File: config.mk
export PLATFORM = sky130hd
export DESIGN_NAME = integ_obs_cell
export DESIGN_NICKNAME = d
export VERILOG_FILES = /design/src/rtl/integ_obs_cell.sv
export SDC_FILE = /design/constraint.sdc
export NUM_CORES = 1
export LEC_CHECK = 0
export BUFFER_PORTS_ARGS = -buffer_cell sky130_fd_sc_hd__buf_4
export CORE_AREA = 2 2 39 41
export CTS_CLUSTER_SIZE = 12
export DETAILED_ROUTE_END_ITERATION = 8
export DIE_AREA = 0 0 41 43
export PLACE_DENSITY_LB_ADDON = 0.12
export REMOVE_ABC_BUFFERS = 1
export SETUP_SLACK_MARGIN = 0.15
export SYNTH_ARGS = -nofsm -noshare
export SYNTH_HDL_FRONTEND = slang
export SYNTH_SLANG_ARGS = --single-unit
File: constraint.sdc
create_clock -name clk -period 1.92 [get_ports clk]
set_input_delay 0.096 -clock clk [delete_from_list [all_inputs] [get_ports clk]]
set_output_delay 0.096 -clock clk [all_outputs]
set_load 0.01 [all_outputs]
File: src/rtl/integ_obs_cell.sv
module integ_obs_cell #(
  parameter int SYNC_STAGES = 2
) (
  input  logic clk,
  input  logic rst_n,
  input  logic core_in,
  output logic pin_out,
  input  logic noise_flag,
  input  logic skew_flag,
  input  logic det_en,
  input  logic flag_clr,
  input  logic sel_noise,
  input  logic obs_mode,
  input  logic capture_dr,
  input  logic shift_dr,
  input  logic scan_in,
  output logic scan_out
);

  localparam int TOP = SYNC_STAGES - 1;

  logic [TOP:0] noise_sync, skew_sync;
  logic         noise_st, skew_st;
  logic         cell_q;
  logic         flag_pick, cap_bit;

  assign pin_out = core_in;

  always_ff @(posedge clk or negedge rst_n)
    if (!rst_n) begin
      noise_sync <= '0;
      skew_sync  <= '0;
    end else begin
      noise_sync <= {noise_sync[TOP-1:0], noise_flag};
      skew_sync  <= {skew_sync[TOP-1:0], skew_flag};
    end

  always_ff @(posedge clk or negedge rst_n)
    if (!rst_n) begin
      noise_st <= 1'b0;
      skew_st  <= 1'b0;
    end else if (flag_clr) begin
      noise_st <= 1'b0;
      skew_st  <= 1'b0;
    end else begin
      noise_st <= noise_st | (det_en & noise_sync[TOP]);
      skew_st  <= skew_st  | (det_en & skew_sync[TOP]);
    end

  assign flag_pick = sel_noise ? noise_st : skew_st;
  assign cap_bit   = obs_mode ? flag_pick : core_in;

  always_ff @(posedge clk or negedge rst_n)
    if (!rst_n)          cell_q <= 1'b0;
    else if (shift_dr)   cell_q <= scan_in;
    else if (capture_dr) cell_q <= cap_bit;

  assign scan_out = cell_q;


  sticky_hold_chk: assert property (@(posedge clk) disable iff (!rst_n)
    (noise_st && !flag_clr) |=> noise_st);


  gated_set_chk: assert property (@(posedge clk) disable iff (!rst_n)
    (!det_en && !flag_clr) |=> ($stable(noise_st) && $stable(skew_st)));


  clear_wins_chk: assert property (@(posedge clk) disable iff (!rst_n)
    flag_clr |=> (!noise_st && !skew_st));


  shift_path_chk: assert property (@(posedge clk) disable iff (!rst_n)
    shift_dr |=> (scan_out == $past(scan_in)));


  idle_hold_chk: assert property (@(posedge clk) disable iff (!rst_n)
    (!shift_dr && !capture_dr) |=> $stable(scan_out));


  noise_cap_chk: assert property (@(posedge clk) disable iff (!rst_n)
    (capture_dr && !shift_dr && obs_mode && sel_noise) |=> (scan_out == $past(noise_st)));


  skew_cap_chk: assert property (@(posedge clk) disable iff (!rst_n)
    (capture_dr && !shift_dr && obs_mode && !sel_noise) |=> (scan_out == $past(skew_st)));

endmodule

Word level (Yosys, flattened, before mapping)
Cells that the tools add are included.
Storage, ports and cells
  word-level logic and storage cells: 16
  flip-flop bits (word level): 7
  input bits: 12
  output and inout bits: 2
Operators by class
  bitwise logic cells: 4
  muxes and demuxes: 6
  reductions and logical operators: 1
Operators with widths (number)
  $mux 1: 6
  $and 1x1->1: 2
  $or 1x1->1: 2
  $reduce_bool 2->1: 1

Longest topological paths before layout
  depth after elaboration: 4
  gate-level depth with buffers: 3
  gate-level depth less buffers: 3

Worst setup path before layout
No wires, ideal clock.
  path type: reg2reg
  start point: reg noise_st
  end point: reg cell_q, in the netlist scan_out
  setup time: 121 ps
  required time: 1799 ps
  path buffers: 0
  period minus slack after synthesis: 837 ps
  slack: 1083 ps
  stages on the path, launching flop included: 4
  arrival: 716 ps
  cell sequence: dfrtp_1 mux2i_1 nand3_1 a22o_1
On the way
  longest elaborated chain between the ends: 4
RTL lines
  start, declared: line 23  | logic noise_st, skew_st;
  start signal, assigned: line 46  | noise_st <= noise_st | (det_en & noise_sync[TOP]);
  $mux 1: line 50  | assign flag_pick = sel_noise ? noise_st : skew_st;
  $mux 1: line 51  | assign cap_bit = obs_mode ? flag_pick : core_in;
  $mux 1: line 56  | else if (capture_dr) cell_q <= cap_bit;
  $mux 1: line 55  | else if (shift_dr) cell_q <= scan_in;
  end signal, assigned: line 55
  end signal, assigned: line 56
  end, declared: line 24  | logic cell_q;
Every way passes these cells. The select of a mux whose other input is x is not followed.
A chain may end at the register's enable or synchronous reset.

Worst setup path in the final report
Ends and elaborated chain as after synthesis.

==> summary.md <==
| Metric | Value |
|---|---|
| Critical path fanouts, max | 2 |
| Share of layout cells above drive strength 1 | 0.421 |
| Resize count post-CTS | 0 |
| CP startpoint kind | flop |
| Largest net degree at the start of global routing | 8 |
| FF+latch count, synth | 7 |
| ANT cells | 0 |
| Die ar. | 1760 um2 |
| Die X | 41 um |
| Synth async-reset ratio | 1.00 |
| Synth Warn # | 0 |
| Final worst path period share | 0.465 |
| Max stage delay on crit path | 370 ps |
| Vias | 202 |
| 1st-iter DRT viols | 0 |
| Worst vdd ir | 513 uV |
| Io pins | 14 |
| Number of flops mapped to enable cells by yosys | 0 |
| Post-Place Cell Area | 349 um2 |
| WS Path Type | flop to flop |
| Initial core utilization | 0.173 |
| Max Slew Vio Count | 0 |
| H-tree levels | 1 |
| Final number of setup-violating endpoints | 0 |
| Tmin final | 893 ps |
| Iteration count of the initial detailed-routing pass | 1 |
| Max-cap violations | 0 |
| Critical Path RT | 2050 ps |
| Total GRT Usage | 0.0629 |
| Relative slew slack | 0.870 |
| # DRC | 0 |
| IO Port Bufs | 13 |
| Yosys top cell by area | dfrtp_1 |
| Reg clk slew, reported paths | 50 ps |
| Final Cell Area | 415 um2 |
| Worst-Margin Slew | 193 ps |
| CTS tree | yes |
| DR WL/cell | 8.63 um |
| Post-synthesis instance total | 18 |
| Post-CTS Hold Fix Bufs | 4 |
| Hold WC Path Type | input pin to flop |
| Rows | 14 |
| Gr ovfl total | 0 |
| Clock sinks | 7 |
| Critical path's slowest cell | dfrtp_1 |
| Area grow syn2layout | 73.8% |
| Final wirelength | 466 um |
| Final Hold Fails | 0 |
| Fmax | 1120 MHz |
| Leakage | 0.000202 uW |
| Post-layout nets | 51 |
| Synth unique cells | 8 |
| Area share of the largest cell type after synthesis | 0.733 |
| Cell breakdown of the critical path | mux2i_1, nand3_1, a22o_1 |
| RSZ-0062 raised after global routing | false |
| Number of global-route vias before repair | 193 |
| Pre-CTS setup slack | 1020 ps |
| List of most frequent post-synthesis cells | 7 x dfrtp_1, 4 x nor2_1, 2 x a21oi_1 |
| Antenna-violating nets left | 0 |
| Sequential element share of the synthesized area | 0.733 |
| Min Hold Slack | 87.0 ps |
| Clock root buffer | clkbuf_4 |
| GPL Wtd Cong | 0.592 |
| Power, Total | 333 uW |
| Clk_skew | 3.65 ps |
| Pwr/cell area | 802 nW/um2 |
| Die Span Y | 43 um |
| Skew-Pair Late Insertion Delay | 240 ps |
| CTS buffer count | 3 |
| CP Buf/Inv Count | 0 |
| Post-layout worst setup margin | 1030 ps |
| Largest cells by area after synthesis | dfrtp_1 73%, nor2_1 6.3%, a21oi_1 4.2% |
| Setup TNS | 0 ps |
| Buffer count from post-CTS setup fixing | 0 |
| Arr. time, crit path | 1020 ps |
| CTS Buffer Depth | 2 |
| Synthesized area | 239 um2 |
| Initial antenna violation count | 0 |
| Vias per cell | 3.74 |
| Status | complete, no violations |
| First-pass GRT wire length | 676 um |
| Most frequent cell after synthesis | dfrtp_1 |
| Critical path's top delay family | flip-flops |
| CP endpoint kind | flop |
| Mean post-synth cell area | 13.3 um2 |
| Core Box Area | 1380 um2 |
| Top FF cell, synth | dfrtp_1 |
worst paths after layout:
kind / startpoint / end / slack [ps] / depth (start not counted)
max: noise_st$_DFF_PN0_ / scan_out$_DFFE_PN0P_ / 1030 / 3
max in group asynchronous: rst_n / skew_sync[0]$_DFF_PN0_ / 1610 / 2
max reg2reg: noise_st$_DFF_PN0_ / scan_out$_DFFE_PN0P_ / 1030 / 3
min: scan_in / scan_out$_DFFE_PN0P_ / 90 / 2
min reg2reg: noise_sync[0]$_DFF_PN0_ / noise_sync[1]$_DFF_PN0_ / 340 / 0
min in group asynchronous: rst_n / noise_sync[1]$_DFF_PN0_ / 190 / 2
through the flow:
stage                     utilization  std cells
after global routing            0.300         54
after global placement          0.252         46
after CTS                       0.300         54
final                           0.300         54
after detailed placement        0.252         46
after floorplan                     -         17
worst reg2reg max path, stage by stage, from the launching register on:
cell	delay (ps)
dfrtp_1	370
mux2i_1	140
nand3_1	90
a22o_1	180
placed cells by master (no fill, tap or decap):
master,netlist,final
a211oi_1,1,1
a21oi_1,2,2
a22o_1,1,1
buf_4,1,13
clkbuf_1,0,1
clkbuf_4,0,3
dfrtp_1,7,7
dlygate4sd3_1,0,4
mux2i_1,1,1
nand3_1,1,1
nor2_1,4,4
power by group:
part	internal, uW	switching, uW	total (uW)
Clock	79.0	49.4	128
Combinational	29.0	15.2	44.2
Sequential	157	3.60	160
flip-flops by register name, indices dropped and copies added (netlist names):
name        flops
skew_st         1
noise_sync      2
scan_out        1
noise_st        1
skew_sync       2
layout make-up:
type / instances / area, um2
clock buffer: 4 / 26.3
timing repair buffer: 17 / 138
fill: 143 / 968
sequential: 7 / 175
multi-input combinational: 10 / 56.3
tap: 16 / 20.0
logic make-up after synthesis:
logic type	Yosys count	share of synthesized area
flops	7	0.733
compound gates	4	0.110
buf+inv	1	0.0314
simple gates	5	0.0837
mux	1	0.0419
per-layer routing:
layer | wire length (um) | global-route usage | vias up | part of all wire
met5 | 0 | 0 | - | 0
met4 | 8 | 0.0400 | 0 | 0.017
met3 | 61 | 0.0628 | 2 | 0.13
met2 | 182 | 0.0875 | 12 | 0.39
met1 | 213 | 0.0532 | 88 | 0.46
li1 | - | - | 100 | -
Power figures use the tool's default switching activity.
